## src/rtl/cnpe_pkg.sv

```systemverilog
package cnpe_pkg;
  localparam int WORD_W    = 16;
  localparam int MAG_W     = 15;
  localparam int FRAC_W    = 10;
  localparam int IDX_W     = 8;
  localparam int ROM_DEPTH = 1 << IDX_W;
  localparam int IDX_SHIFT = MAG_W - IDX_W;
  localparam int NBLK      = 2;
  localparam int PKT_W     = 48;
  localparam int PADDR_W   = 5;
  localparam int VID_W     = 6;
  localparam int MAXF_W    = 4;
  localparam int PADDR_LSB = 43;
  localparam int VID_LSB   = 37;
  localparam int MAXF_LSB  = 33;
  localparam int MARK_BIT  = 32;

  typedef logic [WORD_W-1:0] word_t;
  typedef logic [MAG_W-1:0]  mag_t;
  typedef logic [IDX_W-1:0]  idx_t;

  localparam mag_t MAG_SAT = '1;

  typedef enum logic {ST_COLLECT = 1'b0, ST_EMIT = 1'b1} pe_state_e;

  // phi(x) = ln((e^x+1)/(e^x-1)) at the centre of each index bucket, in fixed point
  function automatic mag_t phi_entry(input int k);
    real x, ex, v, scaled;
    x  = (real'(k) + 0.5) * real'(1 << IDX_SHIFT) / real'(1 << FRAC_W);
    ex = $exp(x);
    v  = $ln((ex + 1.0) / (ex - 1.0));
    scaled = v * real'(1 << FRAC_W) + 0.5;
    if (scaled >= real'(MAG_SAT)) return MAG_SAT;
    return mag_t'($rtoi(scaled));
  endfunction
endpackage

```

## src/rtl/cnpe_phi_rom.sv

```systemverilog
module cnpe_phi_rom
  import cnpe_pkg::*;
(
  input  idx_t idx,
  output mag_t mag
);
  mag_t tbl [ROM_DEPTH];

  for (genvar k = 0; k < ROM_DEPTH; k++) begin : g_ent
    localparam mag_t ENTRY = phi_entry(k);
    assign tbl[k] = ENTRY;
  end

  assign mag = tbl[idx];
endmodule

```

## src/rtl/cnpe_mag_phi.sv

```systemverilog
module cnpe_mag_phi
  import cnpe_pkg::*;
(
  input  word_t msg,
  output mag_t  phi
);
  mag_t tbl_out;

  cnpe_phi_rom u_rom (
    .idx (msg[MAG_W-1 -: IDX_W]),
    .mag (tbl_out)
  );

  // an exactly-zero magnitude carries no reliability, so phi is saturated
  assign phi = (msg[MAG_W-1:0] == '0) ? MAG_SAT : tbl_out;
endmodule

```

## src/rtl/cnpe_edge_calc.sv

```systemverilog
module cnpe_edge_calc
  import cnpe_pkg::*;
#(
  parameter int SUM_W = 18
)(
  input  logic [SUM_W-1:0] sum_i,
  input  logic             xsign_i,
  input  word_t            edge_i,
  output word_t            word_o,
  output logic             flag_o,
  output logic             inf_o
);
  localparam int HI_W = SUM_W - IDX_SHIFT;

  mag_t             own_phi;
  mag_t             res_mag;
  logic [SUM_W-1:0] diff;
  logic [HI_W-1:0]  diff_hi;
  idx_t             res_idx;
  logic             sign;
  logic             is_zero;

  cnpe_mag_phi u_own (
    .msg (edge_i),
    .phi (own_phi)
  );

  // remove the edge's own term, then map back through the table
  assign diff    = sum_i - SUM_W'(own_phi);
  assign diff_hi = diff[SUM_W-1:IDX_SHIFT];
  assign res_idx = (diff_hi > HI_W'(ROM_DEPTH - 1)) ? '1 : diff_hi[IDX_W-1:0];

  cnpe_phi_rom u_res (
    .idx (res_idx),
    .mag (res_mag)
  );

  // extrinsic sign
  assign sign    = xsign_i ^ edge_i[WORD_W-1];

  assign inf_o   = (diff == '0);
  assign is_zero = !inf_o && (res_mag == '0);
  assign flag_o  = inf_o || is_zero;
  assign word_o  = flag_o ? '0 : {sign, res_mag};
endmodule

```

## src/rtl/cnpe_gather.sv

```systemverilog
module cnpe_gather
  import cnpe_pkg::*;
#(
  parameter int NUM_VID = 4,
  parameter int DEG_MAX = 8,
  parameter int SLOT_W  = 2,
  parameter int CNT_W   = 4,
  parameter int EW      = 3,
  parameter int SUM_W   = 19
)(
  input  logic                             clk,
  input  logic                             rst_n,
  input  logic                             wr_en,
  input  logic [SLOT_W-1:0]                wr_slot,
  input  logic [PADDR_W-1:0]               wr_paddr,
  input  logic [MAXF_W-1:0]                wr_max,
  input  logic [NBLK-1:0][WORD_W-1:0]      wr_words,
  input  logic [NBLK-1:0][MAG_W-1:0]       wr_phi,
  output logic                             wr_fire,
  input  logic                             clr_en,
  input  logic [SLOT_W-1:0]                clr_slot,
  input  logic [SLOT_W-1:0]                rd_slot,
  input  logic [EW-1:0]                    rd_idx,
  output logic [PADDR_W-1:0]               rd_paddr,
  output logic [NBLK-1:0][WORD_W-1:0]      rd_words,
  output logic [NBLK-1:0][SUM_W-1:0]       rd_sum,
  output logic [NBLK-1:0]                  rd_xsign
);
  logic [CNT_W-1:0]            cnt_q   [NUM_VID];
  logic [NBLK-1:0][SUM_W-1:0]  sum_q   [NUM_VID];
  logic [NBLK-1:0]             xs_q    [NUM_VID];
  logic [NBLK-1:0][WORD_W-1:0] words_q [NUM_VID][DEG_MAX];
  logic [PADDR_W-1:0]          paddr_q [NUM_VID][DEG_MAX];

  logic [CNT_W-1:0] wr_cnt;
  logic             wr_room;

  assign wr_cnt  = cnt_q[wr_slot];
  assign wr_room = int'(wr_cnt) < DEG_MAX;
  // completion when the count including this packet matches its edge-count field
  assign wr_fire = (int'(wr_cnt) + 1) == int'(wr_max);

  for (genvar s = 0; s < NUM_VID; s++) begin : g_slot
    logic hit_wr, hit_clr;
    assign hit_wr  = wr_en  && (wr_slot  == SLOT_W'(s));
    assign hit_clr = clr_en && (clr_slot == SLOT_W'(s));

    always_ff @(posedge clk) begin
      if (!rst_n || hit_clr) begin
        // a fresh iteration starts from an empty slot
        cnt_q[s] <= '0;
        sum_q[s] <= '0;
        xs_q[s]  <= '0;
      end else if (hit_wr) begin
        cnt_q[s] <= cnt_q[s] + CNT_W'(1);
        for (int b = 0; b < NBLK; b++) begin
          sum_q[s][b] <= sum_q[s][b] + SUM_W'(wr_phi[b]);
          xs_q[s][b]  <= xs_q[s][b] ^ wr_words[b][WORD_W-1];
        end
      end
    end
  end

  always_ff @(posedge clk) begin
    if (wr_en && wr_room) begin
      words_q[wr_slot][wr_cnt[EW-1:0]] <= wr_words;
      paddr_q[wr_slot][wr_cnt[EW-1:0]] <= wr_paddr;
    end
  end

  assign rd_paddr = paddr_q[rd_slot][rd_idx];
  assign rd_words = words_q[rd_slot][rd_idx];
  assign rd_sum   = sum_q[rd_slot];
  assign rd_xsign = xs_q[rd_slot];
endmodule

```

## src/rtl/ldpc_cn_pe.sv

```systemverilog
module ldpc_cn_pe
  import cnpe_pkg::*;
#(
  parameter int NUM_VID = 4,
  parameter int DEG_MAX = 8
)(
  input  logic        clk,
  input  logic        rst_n,
  input  logic        in_valid,
  output logic        in_ready,
  input  logic [47:0] in_data,
  output logic        out_valid,
  input  logic        out_ready,
  output logic [47:0] out_data,
  output logic [1:0]  out_flag,
  output logic [1:0]  out_inf
);
  localparam int SLOT_W = (NUM_VID > 1) ? $clog2(NUM_VID) : 1;
  localparam int CNT_W  = $clog2(DEG_MAX + 1);
  localparam int EW     = (DEG_MAX > 1) ? $clog2(DEG_MAX) : 1;
  localparam int SUM_W  = MAG_W + CNT_W;

  pe_state_e            state_q;
  logic [SLOT_W-1:0]    em_slot_q;
  logic [EW-1:0]        em_idx_q;
  logic [MAXF_W-1:0]    em_max_q;
  logic [VID_W-1:0]     em_vid_q;
  logic                 em_mark_q;

  logic                          in_fire, out_fire, em_last;
  logic                          wr_fire;
  logic [NBLK-1:0][WORD_W-1:0]   in_words;
  logic [NBLK-1:0][MAG_W-1:0]    in_phi;
  logic [VID_W-1:0]              in_vid;
  logic [MAXF_W-1:0]             in_max;
  logic [PADDR_W-1:0]            rd_paddr;
  logic [NBLK-1:0][WORD_W-1:0]   rd_words;
  logic [NBLK-1:0][SUM_W-1:0]    rd_sum;
  logic [NBLK-1:0]               rd_xsign;
  logic [NBLK-1:0][WORD_W-1:0]   res_words;

  // header fields
  assign in_words = in_data[NBLK*WORD_W-1:0];
  assign in_vid   = in_data[VID_LSB +: VID_W];
  assign in_max   = in_data[MAXF_LSB +: MAXF_W];

  // input is throttled for the whole emission burst
  assign in_ready  = (state_q == ST_COLLECT);
  assign out_valid = (state_q == ST_EMIT);
  assign in_fire   = in_valid && in_ready;
  assign out_fire  = out_valid && out_ready;
  assign em_last   = (int'(em_idx_q) + 1) == int'(em_max_q);

  // one phi lookup and one edge datapath per code block
  for (genvar b = 0; b < NBLK; b++) begin : g_blk
    cnpe_mag_phi u_in_phi (
      .msg (in_words[b]),
      .phi (in_phi[b])
    );

    cnpe_edge_calc #(.SUM_W(SUM_W)) u_edge (
      .sum_i   (rd_sum[b]),
      .xsign_i (rd_xsign[b]),
      .edge_i  (rd_words[b]),
      .word_o  (res_words[b]),
      .flag_o  (out_flag[b]),
      .inf_o   (out_inf[b])
    );
  end

  cnpe_gather #(
    .NUM_VID (NUM_VID),
    .DEG_MAX (DEG_MAX),
    .SLOT_W  (SLOT_W),
    .CNT_W   (CNT_W),
    .EW      (EW),
    .SUM_W   (SUM_W)
  ) u_gather (
    .clk      (clk),
    .rst_n    (rst_n),
    .wr_en    (in_fire),
    .wr_slot  (in_vid[SLOT_W-1:0]),
    .wr_paddr (in_data[PADDR_LSB +: PADDR_W]),
    .wr_max   (in_max),
    .wr_words (in_words),
    .wr_phi   (in_phi),
    .wr_fire  (wr_fire),
    .clr_en   (out_fire && em_last),
    .clr_slot (em_slot_q),
    .rd_slot  (em_slot_q),
    .rd_idx   (em_idx_q),
    .rd_paddr (rd_paddr),
    .rd_words (rd_words),
    .rd_sum   (rd_sum),
    .rd_xsign (rd_xsign)
  );

  always_ff @(posedge clk) begin
    if (!rst_n) begin
      state_q   <= ST_COLLECT;
      em_slot_q <= '0;
      em_idx_q  <= '0;
      em_max_q  <= '0;
      em_vid_q  <= '0;
      em_mark_q <= 1'b0;
    end else begin
      case (state_q)
        ST_COLLECT: begin
          if (in_fire && wr_fire) begin
            state_q   <= ST_EMIT;
            em_slot_q <= in_vid[SLOT_W-1:0];
            em_idx_q  <= '0;
            em_max_q  <= in_max;
            em_vid_q  <= in_vid;
            em_mark_q <= in_data[MARK_BIT];
          end
        end
        ST_EMIT: begin
          // advance only on a handshake
          if (out_fire) begin
            if (em_last) state_q  <= ST_COLLECT;
            else         em_idx_q <= em_idx_q + EW'(1);
          end
        end
        default: state_q <= ST_COLLECT;
      endcase
    end
  end

  // reply goes back to the edge's source address
  assign out_data = {rd_paddr, em_vid_q, em_max_q, em_mark_q, res_words};
endmodule

```

## config.mk

```make
export PLATFORM = sky130hd
export DESIGN_NAME = ldpc_cn_pe
export DESIGN_NICKNAME = d
export VERILOG_FILES = /design/src/rtl/cnpe_pkg.sv /design/src/rtl/cnpe_phi_rom.sv /design/src/rtl/cnpe_mag_phi.sv /design/src/rtl/cnpe_edge_calc.sv /design/src/rtl/cnpe_gather.sv /design/src/rtl/ldpc_cn_pe.sv
export SDC_FILE = /design/constraint.sdc
export NUM_CORES = 2
export LEC_CHECK = 0
export CORE_UTILIZATION = 30
export CTS_CLUSTER_SIZE = 25
export DETAILED_ROUTE_END_ITERATION = 6
export DONT_BUFFER_PORTS = 1
export PLACE_DENSITY = 0.42
export SYNTH_ARGS = -nofsm -noshare
export SYNTH_HDL_FRONTEND = slang
export SYNTH_HIERARCHICAL = 1
export SYNTH_SLANG_ARGS = --single-unit
```

## constraint.sdc

```tcl
create_clock -name clk -period 9.2 [get_ports clk]
set_clock_uncertainty 0.05 [all_clocks]
set_input_delay 2.3 -clock clk [delete_from_list [all_inputs] [get_ports clk]]
set_output_delay 2.3 -clock clk [all_outputs]
set_load 0.01 [all_outputs]
```

==> summary.md <==
| Metric | Value |
|---|---|
| Top_reg_cell synth | edfxtp_1 |
| Clock Path Buffers | 3 |
| F_max | 0.0973 GHz |
| Layout Cells excl Fill | 8,114 |
| Most common cell on crit path | mux4_2 |
| Root buffer cell | clkbuf_16 |
| Final Util | 37.3% |
| Detailed Route WL | 215 mm |
| Setup crit end kind | primary output |
| Clock transition at the registers of the reported paths | 0.06 ns |
| Synthesized flop and latch total | 1,375 |
| CTS tree | done |
| Total grt overflow | 0 |
| Cell Area, Synth | 68,800 µm² |
| Average size of a mapped cell | 15.5 µm² |
| Vias in the first global route | 42,581 |
| Worst Tran Pin Value | 1.32 ns |
| Status | complete, but fails checks |
| Final setup fails | 30 |
| Hold Path Cell Cnt | 2 |
| R2R depth | 8 |
| Nets@finish | 5,254 |
| DRT antenna net count | 0 |
| Worst min path class | reg2reg |
| Final period util | 112% |
| Fraction of layout cells with a size suffix above 1 | 34.5% |
| Vias/cell | 5.20 |
| Required @ worst endpoint | 6.85 ns |
| Port-buffer cells | 0 |
| Clock power share | 41.7% |
| Die height | 481 µm |
| CP max stage delay | 0.52 ns |
| Gate count after technology mapping | 4,441 |
| Synth-to-layout area growth | 23.4% |
| Max Cap Viol | 0 |
| Commonest non-fill, non-tap cells in the layout | 1,360 x edfxtp_1, 469 x buf_4, 426 x mux4_2 |
| Max FO, Critical Path | 6 |
| Setup TNS | -21.34 ns |
| Clock Latency Late Sink | 0.83 ns |
| DRT iter0 DRCs | 3,336 |
| Pre-Repair DR Iteration Count | 6 |
| Ys async rst share | 0% |
| Num CTS Buffers | 157 |
| First-pass GRT wire length | 310 mm |
| Place WS | -0.984 ns |
| Reg2reg setup slack | 4.98 ns |
| Final hold violation count | 0 |
| Combinational power share | 10.5% |
| Register area share after synthesis | 59.8% |
| CTS hold repair buffers | 0 |
| Synthesis Warnings | 6 |
| Final Max Slew Viols | 0 |
| Share of power burned in registers | 47.8% |
| Placed cells | 7,703 |
| Tmin final | 10.27 ns |
| Total GRT Usage | 18.4% |
| H-Tree Depth | 4 |
| Row count | 175 |
| Final worst slack | -1.07 ns |
| Worst VDD drop | 0.197 mV |
| RSZ-0062 raised after global routing | true |
| Core Area | 228,000 µm² |
| Startpoint Class | register |
| Slew HR | 11.3% |
| DP HPWL | 129 mm |
| Power Internal | 11.1 mW |
| Vias | 42,202 |
| Initial Utilization | 30.2% |
| Num Clock Sinks | 1,375 |
| Routability cong. | 0.821 |
| Die W | 481 µm |
| Switching Fraction | 24.3% |
| Switching power | 3.57 mW |
| Most common cell after layout, fill and taps aside | edfxtp_1 |
| Crit Path Category | reg2out |
| Failing checks | negative setup slack |
| I/O pin cnt | 106 |
| Highest-delay cell along the critical path | mux4_2 |
| Die ar. | 231,000 µm² |
| Area after DPL | 75,900 µm² |
| Final instance area | 84,900 µm² |
| Initial antenna violation count | 7 |
| Total of fill cells in the finished design | 21,385 |
| Wire per inst | 26.5 µm |
| Yosys cell types | 95 |
| Residual DRC | 0 |
| Largest net degree at the start of global routing | 73 |
| Number of synthesized flops with an enable pin | 1,360 |
| Leakage | 28.6 nW |
| Pwr dens | 173 nW/µm² |
| WP data arrival | 7.92 ns |
synth_stat cells (23+ instances only):
cell       count  area share (%)
ha_1         216             3.9
mux2i_1       34            0.49
o22ai_1       30            0.27
nor2b_1       62            0.56
o211ai_1      24            0.26
a31oi_1       34            0.31
nand3_1       48            0.35
o41ai_1       23            0.29
o21ai_0      133            0.97
a21oi_1      146             1.1
o21a_1        25            0.27
xnor2_1       59            0.75
a2111oi_0     24            0.31
mux2_2        45            0.74
edfxtp_1    1360              59
buf_2         86            0.63
a21o_1        58            0.63
or3_1         24            0.22
a21boi_0      24            0.26
clkbuf_1      81            0.44
mux4_2       426              14
and3_1        44            0.40
nand2_1      184             1.0
nand2b_1      66            0.60
nor2_1       288             1.6
nor3_1        77            0.56
buf_1         32            0.17
buf_4         36            0.39
buf_6         33            0.54
inv_1        157            0.86
o41ai_2       40            0.95
xor2_1        69            0.88
a211oi_1      50            0.55
path summary, 6_finish.rpt:
kind                        startpoint                                   to
max reg2reg   em_idx_q[0]$_SDFFE_PN0P_  u_gather/sum_q[1][30]$_SDFFCE_PN0P_
max          em_slot_q[0]$_SDFFE_PN0P_                         out_data[31]
min             em_mark_q$_SDFFE_PN0P_               em_mark_q$_SDFFE_PN0P_
min reg2reg     em_mark_q$_SDFFE_PN0P_               em_mark_q$_SDFFE_PN0P_
cell type report:
class,instances,area [µm²],share of cell area [%]
diodes,3,7.51,0.00885
clock buffers,191,4080,4.81
clock inverters,92,940,1.11
inverters,169,682,0.804
multi-input cells,2633,27900,32.8
flip-flops and latches,1375,41200,48.5
well taps,3009,3760,4.44
repair buffers,642,6360,7.50
through the flow:
| stage | total power, mW | hold slack [ns] |
|---|---|---|
| finish | 14.7 | 0.460 |
| global route | 15.3 | 0.482 |
| CTS | 14.8 | 0.466 |
| detailed placement | 8.48 | 0.458 |
| global placement | 8.48 | 0.451 |
| floorplan | 8.02 | 0.394 |
cells by family (layout without fill, tap and decap cells):
family	after synthesis	count (layout)	share of synthesized area, %
DFF	1375	1375	59.8
and+or+nand+nor	946	946	7.05
AOI/OAI and AO/OA	805	805	8.73
muxes	511	511	15.3
buffers and inverters	445	1094	3.24
adders and majority gates	224	224	4.16
xor gates and xnor gates	129	129	1.66
other	6	21	0.0327
metal layers:
layer | vias up | track usage (%) | wire [µm]
met5 | - | 0 | 0
met4 | 0 | 3.44 | 3260
met3 | 222 | 2.84 | 9160
met2 | 868 | 30.8 | 106000
met1 | 22249 | 25.3 | 96800
li1 | 18863 | - | -
flip-flops by register name, indices dropped and copies added, names as in the netlist:
signal / cells
u_gather/xs_q: 8
u_gather/sum_q: 152
em_slot_q: 1
em_max_q: 4
out_valid: 1
u_gather/paddr_q: 160
u_gather/cnt_q: 16
u_gather/words_q: 1024
em_idx_q: 3
em_vid_q: 5
em_mark_q: 1
power by group through the flow:
stage / sequential [mW] / clock (mW) / combinational, mW
finish: 7.03 / 6.13 / 1.54
global route: 7.04 / 6.55 / 1.67
CTS: 7.03 / 6.31 / 1.47
detailed placement: 7.16 / 0 / 1.32
global placement: 7.16 / 0 / 1.32
floorplan: 7.15 / 0 / 0.872
worst max-delay path, delay by kind of cell, from the launching register on:
| kind | cells | cell delay (ns) |
|---|---|---|
| mux | 5 | 2.12 |
| compound gates | 7 | 1.74 |
| buf+inv | 8 | 1.23 |
| simple gates | 7 | 1.15 |
| fa+ha+maj | 2 | 0.45 |
| flops | 1 | 0.42 |
what timing repair did:
item	CTS	global route
setup endpoints to repair	30	30
gates resized for setup	361	176
setup buffers	77	43
cloned	12	5
pin swaps	89	69
Note: power is estimated with default switching activity, not from simulation.
